===== src/rtl/bcd_calendar_rtc.sv =====
module bcd_calendar_rtc #(
  parameter int TICKS_PER_SEC = 32768,
  parameter int AW            = 8
) (
  input  logic          clk,
  input  logic          rst_n,
  input  logic          tick_en,
  input  logic          bus_wr,
  input  logic [AW-1:0] bus_addr,
  input  logic [7:0]    bus_wdata,
  output logic [7:0]    bus_rdata,
  output logic          irq_timer,
  output logic          irq_alarm
);

  localparam int PW = (TICKS_PER_SEC > 1) ? $clog2(TICKS_PER_SEC) : 1;
  localparam logic [PW-1:0] PRE_LAST = PW'(TICKS_PER_SEC - 1);
  localparam int NF = 6;
  localparam logic [AW-1:0] A_CTRL = AW'(8'h40);
  localparam logic [AW-1:0] A_STS  = AW'(8'h44);
  localparam logic [AW-1:0] A_IEN  = AW'(8'h48);

  logic [PW-1:0] presc;
  logic [7:0]    t_q  [NF];
  logic [7:0]    al_q [NF];
  logic [7:0]    nx   [NF];
  logic          run_q, ie_tmr, ie_alm, irq_tmr_q;
  logic [4:0]    flags_q;

  function automatic logic [7:0] bcd_inc(input logic [7:0] v);
    if (v[3:0] == 4'd9) return {v[7:4] + 4'd1, 4'd0};
    return {v[7:4], v[3:0] + 4'd1};
  endfunction

  function automatic logic [7:0] month_len(input logic [7:0] mon, input logic [7:0] yr);
    logic [7:0] yb;
    yb = {4'd0, yr[7:4]} * 8'd10 + {4'd0, yr[3:0]};
    case (mon)
      8'h02:                      return (yb[1:0] == 2'b00) ? 8'h29 : 8'h28;
      8'h04, 8'h06, 8'h09, 8'h11: return 8'h30;
      default:                    return 8'h31;
    endcase
  endfunction

  wire sec_stb = run_q & tick_en & (presc == PRE_LAST);
  wire busy    = run_q & (presc == PRE_LAST);

  wire [2:0] idx      = bus_addr[4:2];
  wire       in_time  = (bus_addr[AW-1:5] == '0) && (bus_addr[1:0] == 2'b00) && (idx < 3'd6);
  wire       in_alarm = (bus_addr[AW-1:5] == (AW-5)'(1)) && (bus_addr[1:0] == 2'b00) && (idx < 3'd6);

  wire sec_wrap = (t_q[0] == 8'h59);
  wire min_wrap = sec_wrap && (t_q[1] == 8'h59);
  wire hr_wrap  = min_wrap && (t_q[2] == 8'h23);
  wire day_wrap = hr_wrap  && (t_q[3] == month_len(t_q[4], t_q[5]));
  wire mon_wrap = day_wrap && (t_q[4] == 8'h12);

  always_comb begin
    nx[0] = sec_wrap ? 8'h00 : bcd_inc(t_q[0]);
    nx[1] = sec_wrap ? ((t_q[1] == 8'h59) ? 8'h00 : bcd_inc(t_q[1])) : t_q[1];
    nx[2] = min_wrap ? ((t_q[2] == 8'h23) ? 8'h00 : bcd_inc(t_q[2])) : t_q[2];
    nx[3] = hr_wrap  ? (day_wrap ? 8'h01 : bcd_inc(t_q[3])) : t_q[3];
    nx[4] = day_wrap ? (mon_wrap ? 8'h01 : bcd_inc(t_q[4])) : t_q[4];
    nx[5] = mon_wrap ? ((t_q[5] == 8'h99) ? 8'h00 : bcd_inc(t_q[5])) : t_q[5];
  end

  logic alm_match;
  always_comb begin
    alm_match = 1'b1;
    for (int i = 0; i < NF; i++)
      if (nx[i] != al_q[i]) alm_match = 1'b0;
  end

  wire [4:0] ev_set = {sec_stb & alm_match, sec_stb & hr_wrap, sec_stb & min_wrap,
                       sec_stb & sec_wrap, sec_stb};
  wire [4:0] ev_clr = (bus_wr && bus_addr == A_STS) ? bus_wdata[6:2] : 5'd0;

  always_ff @(posedge clk or negedge rst_n) begin
    if (!rst_n) presc <= '0;
    else if (!run_q) presc <= '0;
    else if (tick_en) presc <= (presc == PRE_LAST) ? '0 : presc + 1'b1;
  end

  always_ff @(posedge clk or negedge rst_n) begin
    if (!rst_n) begin
      for (int i = 0; i < NF; i++) begin
        t_q[i]  <= (i == 3 || i == 4) ? 8'h01 : 8'h00;
        al_q[i] <= (i == 3 || i == 4) ? 8'h01 : 8'h00;
      end
    end else begin
      for (int i = 0; i < NF; i++) begin
        if (bus_wr && in_time && idx == 3'(i)) t_q[i] <= bus_wdata;
        else if (sec_stb) t_q[i] <= nx[i];
        if (bus_wr && in_alarm && idx == 3'(i)) al_q[i] <= bus_wdata;
      end
    end
  end

  always_ff @(posedge clk or negedge rst_n) begin
    if (!rst_n) begin
      run_q     <= 1'b0;
      ie_tmr    <= 1'b0;
      ie_alm    <= 1'b0;
      flags_q   <= '0;
      irq_tmr_q <= 1'b0;
    end else begin
      if (bus_wr && bus_addr == A_CTRL) run_q <= bus_wdata[0];
      if (bus_wr && bus_addr == A_IEN) begin
        ie_tmr <= bus_wdata[2];
        ie_alm <= bus_wdata[3];
      end
      flags_q   <= (flags_q & ~ev_clr) | ev_set;
      irq_tmr_q <= sec_stb & ie_tmr;
    end
  end

  always_comb begin
    bus_rdata = 8'h00;
    if (in_time)                bus_rdata = t_q[idx];
    else if (in_alarm)          bus_rdata = al_q[idx];
    else if (bus_addr == A_CTRL) bus_rdata = {7'd0, run_q};
    else if (bus_addr == A_STS)  bus_rdata = {1'b0, flags_q, run_q, busy};
    else if (bus_addr == A_IEN)  bus_rdata = {4'd0, ie_alm, ie_tmr, 2'd0};
  end

  assign irq_timer = irq_tmr_q;
  assign irq_alarm = flags_q[4] & ie_alm;

endmodule


===== config.mk =====
export PLATFORM = sky130hd
export DESIGN_NAME = bcd_calendar_rtc
export DESIGN_NICKNAME = d
export VERILOG_FILES = /design/src/rtl/bcd_calendar_rtc.sv
export SDC_FILE = /design/constraint.sdc
export NUM_CORES = 1
export LEC_CHECK = 0
export BUFFER_PORTS_ARGS = -buffer_cell sky130_fd_sc_hd__buf_4
export CAP_MARGIN = 20
export CORE_UTILIZATION = 55
export CTS_BUF_LIST = sky130_fd_sc_hd__clkbuf_8
export DETAILED_ROUTE_END_ITERATION = 8
export GPL_ROUTABILITY_DRIVEN = 0
export HOLD_SLACK_MARGIN = 0.02
export PLACE_DENSITY = 0.72
export SKIP_CTS_REPAIR_TIMING = 1
export SLEW_MARGIN = 15
export SYNTH_ARGS = -nofsm -noshare
export SYNTH_HDL_FRONTEND = slang
export SYNTH_SLANG_ARGS = --single-unit

===== constraint.sdc =====
create_clock -name clk -period 6.9 [get_ports clk]
set_clock_uncertainty 0.2 [all_clocks]
set_input_delay 0 -clock clk [delete_from_list [all_inputs] [get_ports clk]]
set_output_delay 0 -clock clk [all_outputs]
set_load 0.03 [all_outputs]

==> metrics.cfg <==
[run_status]
status = finished clean

[setup_path]
critPathArrivalTime_ns = 4.34
r2r_start = t_q[24]
reg2reg_depth = 10
crit_path_max_incr_delay_ns = 0.87
critPathLaunchType = flip-flop
required_ns = 7.08
endpoint = flags_q[4]
end_kind = flip-flop
crit_start = t_q[24]
ff2ff_setup_slack_ns = 2.74
path_max_fanout = 23
crit_type = reg -> reg
cp_slowest_cell = a211oi_4
worst_r2r_endpoint = flags_q[4]
crit_chain = ha_1, nor4b_4, and2_1, nand2_1, a211oi_4, nand2_2, o31ai_1, xnor2_1, nand4_1, o31ai_2

[cells_and_area]
nFillCells = 1359
final_cells = 1264
drive_gt1_share_pct = 15.08
postLayoutCellArea_mm2 = 0.009932
fin_nets = 1079
diodes = 0
seqCellArea_mm2 = 0.003008
area_growth_pct = 8.472
multi_input_area_mm2 = 0.005731

[floorplan]
die_w_um = 131.0
core_area_mm2 = 0.01606
num_rows = 46
die_h_um = 131.0
start_util_pct = 57.02
dieArea_mm2 = 0.01717
io_pins = 30

[logic_synthesis]
synth.area.top_cells = dfrtp_1, mux2_2, nand2_1
ys_seq_area_share_pct = 32.85
yosysTopAreaCellShare_pct = 31.70
synth.distinct_cells = 80
yosysMostFrequentCell = dfrtp_1
synthTopCellsByCount = dfrtp_1, nand2_1, nor2_1
synth.avg_cell_area_um2 = 8.838
synth.largest_area_cell = dfrtp_1
syn_nets = 1079
syn_area_mm2 = 0.009156
synth_edf_count = 0
synthCells = 1036
synthArstFlopShare_pct = 100.0
yosysWarnings = 0
synth-seq-cells = 120
ys.flop_type = dfrtp_1

[timing]
period_minus_slack_ns = 4.161
tightest_slew_ns = 0.9781
drv_slew = 0
rsz0062_at_grt = false
maxSlewHeadroom_pct = 34.59
max_freq_mhz = 240.3
setup_violations = 0
tns_ns = 0
hold_viol = 0
finalCritPeriodShare_pct = 60.31

[power_and_ir_drop]
leakagePower_uw = 0.004196
pwr-share-seq_pct = 45.2
p_sw_uw = 571.5
power_density_mw_per_mm2 = 182.5
ir_drop_mv = 0.2078
pwr-share-clk_pct = 37.0
swShare_pct = 31.52
combPwrFrac_pct = 17.8
intPower_uw = 1241

[clocking]
path_clk_slew_ns = 0.08
root_buffer = clkbuf_8
cts_tree = done
cts_sinks = 120
clkLatencyLatePin_ns = 0.46
cts_buffers = 17
cts_buffer_depth = 2
htreeDepth = 4

[route]
drc = 0
antenna_left = 0
vias = 8349
drt_iter0_drc = 1322
firstDrtPassIters = 6
viasPerCell = 6.605
wl_um = 28620
wl_per_cell_um = 22.64

[grt]
grt_pass1_wl_um = 43920
grt_max_degree = 64
grt_pass1_vias = 7516
grt_antenna_before_repair = 1
grt_overflow = 0
grt_use_total_pct = 35.08

[hold_path]
hold_path_class = in -> reg

[placement]
dp.cells = 1219
dp_hpwl_um = 20370
placed_area_mm2 = 0.009388
port_buffers = 29

[job]
drv_cap = 0

==> power by group through the flow <==
| stage | clock [uW] | combinational, uW | sequential [uW] |
|---|---|---|---|
| 2_1_floorplan | 0 | 246 | 782 |
| 3_3_place_gp | 0 | 304 | 826 |
| 3_5_place_dp | 0 | 306 | 828 |
| 4_1_cts | 681 | 308 | 814 |
| 5_1_grt | 707 | 349 | 823 |
| 6_report | 671 | 323 | 819 |
==> through the flow <==
stage	setup WS [ns]	utilization, %	total power (uW)	hold WS (ns)
floorplan	3.721	-	1028	-0.4956
global placement	2.958	58.46	1130	-0.09682
detailed placement	2.850	58.46	1134	-0.09743
CTS	2.837	60.98	1804	-0.6122
global route	2.474	61.85	1879	0.02708
finish	2.739	61.85	1813	0.009506
==> state kept, by name, indices dropped and copies added (netlist names) <==
signal     cells
al_q          48
t_q           48
presc         15
flags_q        5
ie_alm         1
ie_tmr         1
irq_timer      1
run_q          1
==> final cells by class <==
| class | count | area share, % |
|---|---|---|
| Timing Repair Buffer | 46 | 3.830 |
| Tap cell | 216 | 2.721 |
| Sequential cell | 120 | 30.28 |
| Multi-Input combinational cell | 814 | 57.70 |
| Clock buffer | 18 | 2.494 |
| Inverter | 37 | 1.398 |
| Clock inverter | 13 | 1.575 |
==> critical path, delay by kind of cell, from the launching register on <==
kind / cells / cell delay (ns)
fa+ha+maj: 1 / 0.26
flops: 1 / 0.50
compound gates: 3 / 1.46
simple gates: 5 / 1.49
xor+xnor: 1 / 0.16
==> routing by layer <==
layer / global-route usage [%] / vias to the layer above / wire (um)
met4: 13.05 / 2 / 875
met3: 11.07 / 64 / 3425
met5: 0 / - / 15
met2: 50.45 / 492 / 12240
li1: - / 3783 / -
met1: 49.18 / 4008 / 12060
==> worst min path at each step <==
stage,endpoint,slack [ns],startpoint,cells after the start
4_1_cts,presc[9],-0.61,rst_n,1
3_5_place_dp,presc[9],-0.1,rst_n,1
2_1_floorplan,al_q[0],-0.50,rst_n,0
3_3_place_gp,presc[13],-0.1,rst_n,1
5_1_grt,t_q[3],0.03,bus_addr[4],3
6_report,run_q,0.01,bus_addr[0],5
==> placed cells by master (no fill, tap or decap), types with 8 or more instances in the layout <==
| cell type | n |
|---|---|
| dfrtp_1 | 116 |
| nand2_1 | 99 |
| nor2_1 | 82 |
| a21oi_1 | 64 |
| mux2_2 | 51 |
| o21ai_0 | 50 |
| inv_1 | 39 |
| mux2i_1 | 36 |
| nor3_1 | 36 |
| nand3_1 | 36 |
| xnor2_1 | 33 |
| buf_4 | 32 |
| xor2_1 | 23 |
| nand4_1 | 23 |
| ha_1 | 23 |
| a31oi_1 | 21 |
| clkbuf_8 | 18 |
| o22ai_1 | 17 |
| mux4_2 | 16 |
| and3_1 | 14 |
| and2_1 | 14 |
| dlygate4sd3_1 | 14 |
| nor2b_1 | 13 |
| nor4_1 | 10 |
| or3_1 | 10 |
| nand2b_1 | 9 |
| a211oi_1 | 8 |
| a22oi_1 | 8 |
==> kinds of logic (layout without fill, tap and decap cells) <==
logic type / after synthesis / after routing / share of synthesized area (%)
XOR/XNOR: 56 / 56 / 5.357
buffers and inverters: 102 / 114 / 4.564
multiplexers: 105 / 105 / 14.39
adder cells (fa/ha/maj): 23 / 23 / 3.143
flip-flops: 120 / 120 / 32.85
AND/OR/NAND/NOR: 405 / 405 / 23.83
AO/OA/AOI/OAI: 225 / 225 / 15.87
Power figures use the tool's default switching activity.
